[src/rtl/cam_cap_pkg.sv]
package cam_cap_pkg;
    localparam int unsigned LANE_W = 8;
    localparam int unsigned PIX_W  = 2 * LANE_W;
    localparam int unsigned WORD_W = 2 * PIX_W;

    localparam logic [LANE_W-1:0] BLANK_Y  = 8'h10;
    localparam logic [LANE_W-1:0] BLANK_UV = 8'h80;

    typedef struct packed {
        logic              vld;
        logic [PIX_W-1:0]  pix;
        logic              act_prev;
        logic              vs_prev;
        logic              vs_rise;
        logic              line_end;
    } qual_st_t;

    typedef struct packed {
        logic              half;
        logic [PIX_W-1:0]  low;
        logic              sof_pend;
        logic              wvld;
        logic [WORD_W-1:0] word;
        logic              wsof;
    } pack_st_t;
endpackage

[src/rtl/cam_line_qualify.sv]
module cam_line_qualify
    import cam_cap_pkg::*;
(
    input  logic              clk,
    input  logic              rst_n,
    input  logic [LANE_W-1:0] y_i,
    input  logic [LANE_W-1:0] uv_i,
    input  logic              href_i,
    input  logic              vsync_i,
    input  logic              act_high_i,
    output logic              pix_vld_o,
    output logic [PIX_W-1:0]  pix_o,
    output logic              vs_rise_o,
    output logic              line_end_o
);
    qual_st_t st_d, st_q;
    logic     act;
    logic     blank;

    always_comb begin
        act   = act_high_i ? href_i : ~href_i;
        blank = (y_i == BLANK_Y) && (uv_i == BLANK_UV);
        st_d           = st_q;
        st_d.vld       = act && !blank;
        st_d.pix       = {uv_i, y_i};
        st_d.act_prev  = act;
        st_d.vs_prev   = vsync_i;
        st_d.vs_rise   = vsync_i && !st_q.vs_prev;
        st_d.line_end  = st_q.act_prev && !act;
    end

    always_ff @(posedge clk or negedge rst_n) begin
        if (!rst_n) st_q <= '0;
        else        st_q <= st_d;
    end

    assign pix_vld_o  = st_q.vld;
    assign pix_o      = st_q.pix;
    assign vs_rise_o  = st_q.vs_rise;
    assign line_end_o = st_q.line_end;

    // A line ends on an out-of-line sample, so no pixel rides with it
    p_end_no_pixel_r9: assert property (@(posedge clk) disable iff (!rst_n)
        line_end_o |-> !pix_vld_o);
    // Sync edges are single-cycle events
    p_vs_single_r10: assert property (@(posedge clk) disable iff (!rst_n)
        vs_rise_o |=> !vs_rise_o);
endmodule

[src/rtl/cam_pixel_pack.sv]
module cam_pixel_pack
    import cam_cap_pkg::*;
(
    input  logic              clk,
    input  logic              rst_n,
    input  logic              pix_vld_i,
    input  logic [PIX_W-1:0]  pix_i,
    input  logic              vs_rise_i,
    input  logic              line_end_i,
    output logic              word_vld_o,
    output logic [WORD_W-1:0] word_o,
    output logic              word_sof_o
);
    pack_st_t st_d, st_q;

    always_comb begin
        st_d      = st_q;
        st_d.wvld = 1'b0;
        if (vs_rise_i) begin
            st_d.half     = 1'b0;
            st_d.sof_pend = 1'b1;
        end else if (line_end_i) begin
            st_d.half = 1'b0;
        end else if (pix_vld_i) begin
            if (!st_q.half) begin
                st_d.low  = pix_i;
                st_d.half = 1'b1;
            end else begin
                st_d.half     = 1'b0;
                st_d.wvld     = 1'b1;
                st_d.word     = {pix_i, st_q.low};
                st_d.wsof     = st_q.sof_pend;
                st_d.sof_pend = 1'b0;
            end
        end
    end

    always_ff @(posedge clk or negedge rst_n) begin
        if (!rst_n) st_q <= '0;
        else        st_q <= st_d;
    end

    assign word_vld_o = st_q.wvld;
    assign word_o     = st_q.word;
    assign word_sof_o = st_q.wsof;

    p_no_blank_in_r3: assert property (@(posedge clk) disable iff (!rst_n)
        pix_vld_i |-> (pix_i != {BLANK_UV, BLANK_Y}));
    p_pair_emits_r4: assert property (@(posedge clk) disable iff (!rst_n)
        (pix_vld_i && st_q.half && !vs_rise_i && !line_end_i) |=> word_vld_o);
    p_end_clears_r5: assert property (@(posedge clk) disable iff (!rst_n)
        (line_end_i || vs_rise_i) |=> !st_q.half);
    p_sof_once_r6: assert property (@(posedge clk) disable iff (!rst_n)
        (pix_vld_i && st_q.half && !vs_rise_i && !line_end_i) |=> !st_q.sof_pend);
endmodule

[src/rtl/cam_word_fifo.sv]
module cam_word_fifo #(
    parameter int unsigned DEPTH = 8,
    parameter int unsigned DW    = 33
) (
    input  logic          clk,
    input  logic          rst_n,
    input  logic          push_i,
    input  logic [DW-1:0] push_data_i,
    input  logic          pop_i,
    output logic          valid_o,
    output logic [DW-1:0] head_o,
    output logic          overflow_o
);
    localparam int unsigned AW = (DEPTH > 1) ? $clog2(DEPTH) : 1;
    localparam int unsigned CW = $clog2(DEPTH + 1);
    localparam logic [AW-1:0] LAST = AW'(DEPTH - 1);
    localparam logic [CW-1:0] FULL = CW'(DEPTH);

    typedef struct packed {
        logic [AW-1:0] wr_ptr;
        logic [AW-1:0] rd_ptr;
        logic [CW-1:0] cnt;
        logic          ovf;
    } fifo_st_t;

    fifo_st_t       st_d, st_q;
    logic [DW-1:0]  mem_q [DEPTH];
    logic           full, empty, do_push, do_pop;

    always_comb begin
        full    = (st_q.cnt == FULL);
        empty   = (st_q.cnt == '0);
        do_push = push_i && !full;
        do_pop  = pop_i && !empty;
        st_d    = st_q;
        if (push_i && full) st_d.ovf = 1'b1;
        if (do_push) st_d.wr_ptr = (st_q.wr_ptr == LAST) ? '0 : st_q.wr_ptr + 1'b1;
        if (do_pop)  st_d.rd_ptr = (st_q.rd_ptr == LAST) ? '0 : st_q.rd_ptr + 1'b1;
        case ({do_push, do_pop})
            2'b10:   st_d.cnt = st_q.cnt + 1'b1;
            2'b01:   st_d.cnt = st_q.cnt - 1'b1;
            default: st_d.cnt = st_q.cnt;
        endcase
    end

    always_ff @(posedge clk or negedge rst_n) begin
        if (!rst_n) st_q <= '0;
        else        st_q <= st_d;
    end

    always_ff @(posedge clk) begin
        if (do_push) mem_q[st_q.wr_ptr] <= push_data_i;
    end

    assign valid_o    = !empty;
    assign head_o     = mem_q[st_q.rd_ptr];
    assign overflow_o = st_q.ovf;

    p_cnt_bound_r7: assert property (@(posedge clk) disable iff (!rst_n)
        st_q.cnt <= FULL);
    p_empty_read_r7: assert property (@(posedge clk) disable iff (!rst_n)
        (pop_i && empty && !push_i) |=> (st_q.cnt == '0));
    p_full_drop_r8: assert property (@(posedge clk) disable iff (!rst_n)
        (push_i && full && !pop_i) |=> (st_q.cnt == FULL) && overflow_o);
    p_no_overflow_r8: assert property (@(posedge clk) disable iff (!rst_n)
        overflow_o |=> overflow_o);
endmodule

[src/rtl/cam_frame_count.sv]
module cam_frame_count #(
    parameter int unsigned MAX_COLS = 356,
    parameter int unsigned MAX_ROWS = 292,
    parameter int unsigned COL_W    = $clog2(MAX_COLS + 1),
    parameter int unsigned ROW_W    = $clog2(MAX_ROWS + 1)
) (
    input  logic             clk,
    input  logic             rst_n,
    input  logic             pix_vld_i,
    input  logic             vs_rise_i,
    input  logic             line_end_i,
    output logic [COL_W-1:0] line_pixels_o,
    output logic [ROW_W-1:0] line_idx_o,
    output logic [ROW_W-1:0] frame_lines_o,
    output logic             eof_o
);
    localparam logic [COL_W-1:0] COL_MAX = COL_W'(MAX_COLS);
    localparam logic [ROW_W-1:0] ROW_MAX = ROW_W'(MAX_ROWS);

    typedef struct packed {
        logic [COL_W-1:0] pix_cnt;
        logic [COL_W-1:0] line_pix;
        logic [ROW_W-1:0] line_cnt;
        logic [ROW_W-1:0] frame_lines;
        logic             eof;
    } cnt_st_t;

    cnt_st_t st_d, st_q;

    always_comb begin
        st_d     = st_q;
        st_d.eof = 1'b0;
        if (vs_rise_i) begin
            st_d.frame_lines = st_q.line_cnt;
            st_d.eof         = (st_q.line_cnt != '0);
            st_d.line_cnt    = '0;
            st_d.pix_cnt     = '0;
        end else if (line_end_i) begin
            st_d.line_pix = st_q.pix_cnt;
            st_d.pix_cnt  = '0;
            if (st_q.line_cnt != ROW_MAX) st_d.line_cnt = st_q.line_cnt + 1'b1;
        end else if (pix_vld_i && st_q.pix_cnt != COL_MAX) begin
            st_d.pix_cnt = st_q.pix_cnt + 1'b1;
        end
    end

    always_ff @(posedge clk or negedge rst_n) begin
        if (!rst_n) st_q <= '0;
        else        st_q <= st_d;
    end

    assign line_pixels_o = st_q.line_pix;
    assign line_idx_o    = st_q.line_cnt;
    assign frame_lines_o = st_q.frame_lines;
    assign eof_o         = st_q.eof;

    p_vs_clears_r9: assert property (@(posedge clk) disable iff (!rst_n)
        vs_rise_i |=> (line_idx_o == '0));
    p_line_steps_r9: assert property (@(posedge clk) disable iff (!rst_n)
        (line_end_i && !vs_rise_i && line_idx_o != ROW_MAX) |=> (line_idx_o == $past(line_idx_o) + 1'b1));
    p_eof_pulse_r10: assert property (@(posedge clk) disable iff (!rst_n)
        eof_o |=> !eof_o);
endmodule

[src/rtl/cam_capture_top.sv]
module cam_capture_top
    import cam_cap_pkg::*;
#(
    parameter int unsigned FIFO_DEPTH = 8,
    parameter int unsigned MAX_COLS   = 356,
    parameter int unsigned MAX_ROWS   = 292,
    parameter int unsigned COL_W      = $clog2(MAX_COLS + 1),
    parameter int unsigned ROW_W      = $clog2(MAX_ROWS + 1)
) (
    input  logic              clk,
    input  logic              rst_n,
    input  logic [7:0]        cam_y_i,
    input  logic [7:0]        cam_uv_i,
    input  logic              cam_href_i,
    input  logic              cam_vsync_i,
    input  logic              href_active_high_i,
    input  logic              rd_en_i,
    output logic              rd_valid_o,
    output logic [31:0]       rd_data_o,
    output logic              rd_sof_o,
    output logic              overflow_o,
    output logic [COL_W-1:0]  line_pixels_o,
    output logic [ROW_W-1:0]  line_idx_o,
    output logic [ROW_W-1:0]  frame_lines_o,
    output logic              eof_o
);
    localparam int unsigned FDW = WORD_W + 1;

    logic              pix_vld, vs_rise, line_end;
    logic [PIX_W-1:0]  pix;
    logic              word_vld, word_sof;
    logic [WORD_W-1:0] word;
    logic [FDW-1:0]    head;

    cam_line_qualify u_qual (
        .clk        (clk),
        .rst_n      (rst_n),
        .y_i        (cam_y_i),
        .uv_i       (cam_uv_i),
        .href_i     (cam_href_i),
        .vsync_i    (cam_vsync_i),
        .act_high_i (href_active_high_i),
        .pix_vld_o  (pix_vld),
        .pix_o      (pix),
        .vs_rise_o  (vs_rise),
        .line_end_o (line_end)
    );

    cam_pixel_pack u_pack (
        .clk        (clk),
        .rst_n      (rst_n),
        .pix_vld_i  (pix_vld),
        .pix_i      (pix),
        .vs_rise_i  (vs_rise),
        .line_end_i (line_end),
        .word_vld_o (word_vld),
        .word_o     (word),
        .word_sof_o (word_sof)
    );

    cam_word_fifo #(.DEPTH(FIFO_DEPTH), .DW(FDW)) u_fifo (
        .clk         (clk),
        .rst_n       (rst_n),
        .push_i      (word_vld),
        .push_data_i ({word_sof, word}),
        .pop_i       (rd_en_i),
        .valid_o     (rd_valid_o),
        .head_o      (head),
        .overflow_o  (overflow_o)
    );

    cam_frame_count #(
        .MAX_COLS (MAX_COLS),
        .MAX_ROWS (MAX_ROWS),
        .COL_W    (COL_W),
        .ROW_W    (ROW_W)
    ) u_cnt (
        .clk           (clk),
        .rst_n         (rst_n),
        .pix_vld_i     (pix_vld),
        .vs_rise_i     (vs_rise),
        .line_end_i    (line_end),
        .line_pixels_o (line_pixels_o),
        .line_idx_o    (line_idx_o),
        .frame_lines_o (frame_lines_o),
        .eof_o         (eof_o)
    );

    assign rd_data_o = head[WORD_W-1:0];
    assign rd_sof_o  = head[WORD_W];
endmodule

[config.mk]
export PLATFORM = sky130hd
export DESIGN_NAME = cam_capture_top
export DESIGN_NICKNAME = d
export VERILOG_FILES = /design/src/rtl/cam_cap_pkg.sv /design/src/rtl/cam_line_qualify.sv /design/src/rtl/cam_pixel_pack.sv /design/src/rtl/cam_word_fifo.sv /design/src/rtl/cam_frame_count.sv /design/src/rtl/cam_capture_top.sv
export SDC_FILE = /design/constraint.sdc
export NUM_CORES = 1
export LEC_CHECK = 0
export BUFFER_PORTS_ARGS = -buffer_cell sky130_fd_sc_hd__buf_2
export CAP_MARGIN = 0
export CORE_ASPECT_RATIO = 0.8
export CORE_MARGIN = 2
export CORE_UTILIZATION = 57
export CTS_BUF_LIST = sky130_fd_sc_hd__clkbuf_4
export CTS_CLUSTER_SIZE = 28
export DETAILED_ROUTE_END_ITERATION = 16
export GPL_TIMING_DRIVEN = 0
export HOLD_SLACK_MARGIN = 0.15
export PLACE_DENSITY = 0.84
export RECOVER_POWER = 50
export SYNTH_ARGS = -nofsm -noshare
export SYNTH_HDL_FRONTEND = slang
export SYNTH_SLANG_ARGS = --single-unit
[constraint.sdc]
create_clock -name clk -period 4.47 [get_ports clk]
set_input_delay 0.6705 -clock clk [delete_from_list [all_inputs] [get_ports clk]]
set_output_delay 0.6705 -clock clk [all_outputs]
set_load 0.01 [all_outputs]
==> run_results.csv <==
group,metric,value,unit
place,place_inst,1221,
clocking,root_buffer,"clkbuf_4",
clocking,clk_path_buf_depth,3,
place,place_congestion,0.784,
power,power_switching,0.00311,W
layout,nets,1006,
critical_path,timing.rr.start,"u_fifo.st_q[3]",
hold_path,holdCritPathClass,"in2reg",
power,pwr-share-comb,24.4,%
synthesis,synth_cell_types,45,
sta,finalCritPeriodShare,76.3,%
route,vias_per_cell,5.64,
power,p_leak,6.60,nW
critical_path,cp-start-kind,"register",
global_route,grt_max_degree,73,
die,coreArea,0.0261,sq mm
sta,finClkSkew,41.8,ps
global_route,grt_use_total,22.6,%
sta,max_freq,293,MHz
synthesis,muxShareOfSynthArea,17.8,%
synthesis,syn_inst,758,
synthesis,synth-edff-count,264,
status,status,"complete, but fails checks",
critical_path,reg2reg_slack,1800,ps
clocking,cts_setup_buffers,0,
layout,num_antenna_cells,0,
clocking,cts_tree,"done",
synthesis,syn_nets,791,
route,dr_total_vias,7923,
status,failed_checks,"max-capacitance violations, max-slew violations",
place,portBuffers,84,
place,dp_hpwl,19500,um
sta,hold_ws,333,ps
sta,final_hold_viol_count,0,
layout,drive_above_1_share,44.3,%
power,finalPower,0.0105,W
power,seqPwrFrac,48.4,%
route,wire_per_inst,21.3,um
global_route,antenna_found_initial,0,
sta,worst_slack,1060,ps
clocking,cts_resized,0,
critical_path,ff2ff_path_depth,10,
sta,rsz0062_at_grt,"false",
die,chipWidth,185,um
hold_path,worstHoldStart,"cam_href_i",
clocking,clkTransAtPathRegs,70,ps
synthesis,synth_area_per_cell,19.7,sq um
power,vdd_drop_max,289,uV
synthesis,synth_top_family_by_area,"multiplexers",
synthesis,syn_area,0.0150,sq mm
synthesis,synth_xor_xnor_area_share,0.820,%
sta,max_slew.worst_pin.slew,2780,ps
synthesis,synthSimpleGateAreaFrac,3.03,%
route,drt_drc_violations_left,0,
global_route,grt_overflow,0,
clocking,clock_sinks,385,
layout,layout_commonest_cell,"edfxtp_1",
power,clockPowerShare,27.1,%
route,drtPass1Iterations,5,
synthesis,async_flop_share,31.4,%
die,dieArea,0.0276,sq mm
power,p_per_area,601,mW/mm^2
layout,area_growth,17.2,%
synthesis,synth_seq_cells,385,
critical_path,cp-end-kind,"output port",
synthesis,synthAdderAreaFrac,0.920,%
critical_path,required,3800,ps
synthesis,yosysWarnings,0,
clocking,htreeDepth,3,
layout,final_cells,1406,
sta,setup_viol_count_final,0,
synthesis,ys.flop_type,"edfxtp_1",
die,start_util,57.4,%
clocking,clk_latency,710,ps
critical_path,worstPathArrival,2740,ps
hold_path,hold_end,"u_qual.st_q[3]",
synthesis,seq_area_frac_synth,73.2,%
layout,fill_cells,1707,
critical_path,r2r_end,"u_fifo.st_q[3]",
sta,period_needed,3410,ps
clocking,cts_buffers,89,
synthesis,synth-compound-area-share,1.25,%
critical_path,cp_max_fo,10,
hold_path,holdPathStages,3,
job,cap_violations,1,
layout,layout_common_cells,"edfxtp_1 (264), clkbuf_4 (140), dfrtp_1 (121)",
critical_path,crit_type,"reg2out",
die,num_io_pins,85,
route,wirelength,30000,um
sta,drv_slew,50,
place,place_ws,1740,ps
global_route,grt_pass1_wl,45900,um
die,std_cell_rows,53,
route,ant_nets,0,
sta,slew_headroom,-85.2,%
global_route,grt_pass1_vias,8260,
route,initialDrtViolationCount,654,
power,switching_share,29.5,%
die,die_y,149,um
power,p_int,0.00743,W
## routing by layer
layer	wire [um]	GRT usage, %	share of wire [%]	vias up
met3	2000	5.03	6.7	58
met2	15200	37.4	51	327
met5	0	0	0	-
met4	665	8.45	2.2	0
li1	-	-	-	3452
met1	12100	29.9	41	4086
## cells in the mapped netlist, types with 2 or more instances
master,count,area share (%)
mux2_2,103,7.8
nor2_1,17,0.43
nor4_1,4,0.17
clkbuf_1,7,0.18
and3_1,2,0.084
nand3_1,5,0.17
dfrtp_1,121,20
edfxtp_1,264,53
nand2_1,15,0.38
a21o_1,2,0.10
and2_1,3,0.13
nand4_1,7,0.29
mux4_2,66,9.9
nor4b_1,2,0.12
ha_1,11,0.92
nor2b_1,2,0.084
buf_4,27,1.4
buf_12,2,0.27
a31o_2,2,0.12
or3_1,5,0.21
a21oi_1,11,0.37
nand2b_1,4,0.17
inv_1,10,0.25
buf_1,3,0.075
o21ai_0,8,0.27
nor3_4,2,0.22
xor2_1,10,0.59
xnor2_1,4,0.23
a41oi_1,2,0.12
nor3_1,8,0.27
buf_2,11,0.37
buf_6,5,0.38
## worst max-delay path, stage by stage, from the launching register on
cell      delay [ps]
dfrtp_1          350
buf_1            420
clkbuf_1         670
mux2_2           430
buf_2            140
## registers in the layout, indices dropped and copies added (netlist names)
signal and cells:
u_cnt.eof_o 1, u_cnt.frame_lines_o 9, u_cnt.line_idx_o 9, u_cnt.line_pixels_o 9
u_cnt.st_q 9, u_fifo.mem_q 264, u_fifo.overflow_o 1, u_fifo.st_q 10
u_pack.st_q 18, u_pack.word_o 32, u_pack.word_sof_o 1, u_pack.word_vld_o 1
u_qual.line_end_o 1, u_qual.pix_o 16, u_qual.pix_vld_o 1, u_qual.st_q 2
u_qual.vs_rise_o 1
## what timing repair did
| item | in CTS | in global routing |
|---|---|---|
| hold buffers | 18 | 0 |
| setup endpoints to repair | 0 | 0 |
| hold endpoints to repair | 66 | 0 |
## area by class of cell
| cell class | count | area (sq um) | share of cell area [%] |
|---|---|---|---|
| inverter | 10 | 37.5 | 0.214 |
| tap | 357 | 447 | 2.55 |
| timing repair buffer | 124 | 865 | 4.93 |
| buffer | 56 | 405 | 2.31 |
| multi-input combinational | 307 | 3610 | 20.6 |
| clock inverter | 27 | 159 | 0.907 |
| clock buffer | 140 | 1050 | 6.00 |
| sequential | 385 | 11000 | 62.5 |
## how the worst max path moves through the flow
stage,start,end,slack (ps),cells after the start
after floorplan,u_fifo.st_q[2],u_fifo.mem_q[0][0],30,4
after global placement,u_fifo.st_q[1],u_fifo.mem_q[0][15],-3090,4
after detailed placement,u_fifo.st_q[7],rd_data_o[5],1740,4
after CTS,u_fifo.st_q[7],rd_data_o[5],970,4
after global routing,rst_n,u_cnt.frame_lines_o[6],860,2
final,u_fifo.st_q[7],rd_data_o[5],1060,4
## power groups by stage
stage	clock network (W)	registers, W	logic, W
floorplan	0	0.00496	0.00183
CTS	0.00293	0.00509	0.00262
global placement	0	0.00511	0.00247
global route	0.00313	0.00517	0.00278
finish	0.00286	0.00510	0.00257
detailed placement	0	0.00517	0.00260
## through the flow
step / utilization [%] / setup TNS [ps] / instance area [sq um]
final: 67.2 / 0 / 17500
after global routing: 67.2 / 0 / 17500
after CTS: 67.4 / 0 / 17600
after detailed placement: 62.0 / 0 / 16200
after global placement: 60.7 / -262230 / 15800
after floorplan: - / 0 / 15000
## logic make-up after synthesis
logic type,Yosys count
adders and majority gates,11
and+or+nand+nor,82
muxes,170
xor gates and xnor gates,14
buffers and inverters,66
AOI/OAI and AO/OA,30
DFF,385
No activity file was read; power rests on OpenSTA's default activity.
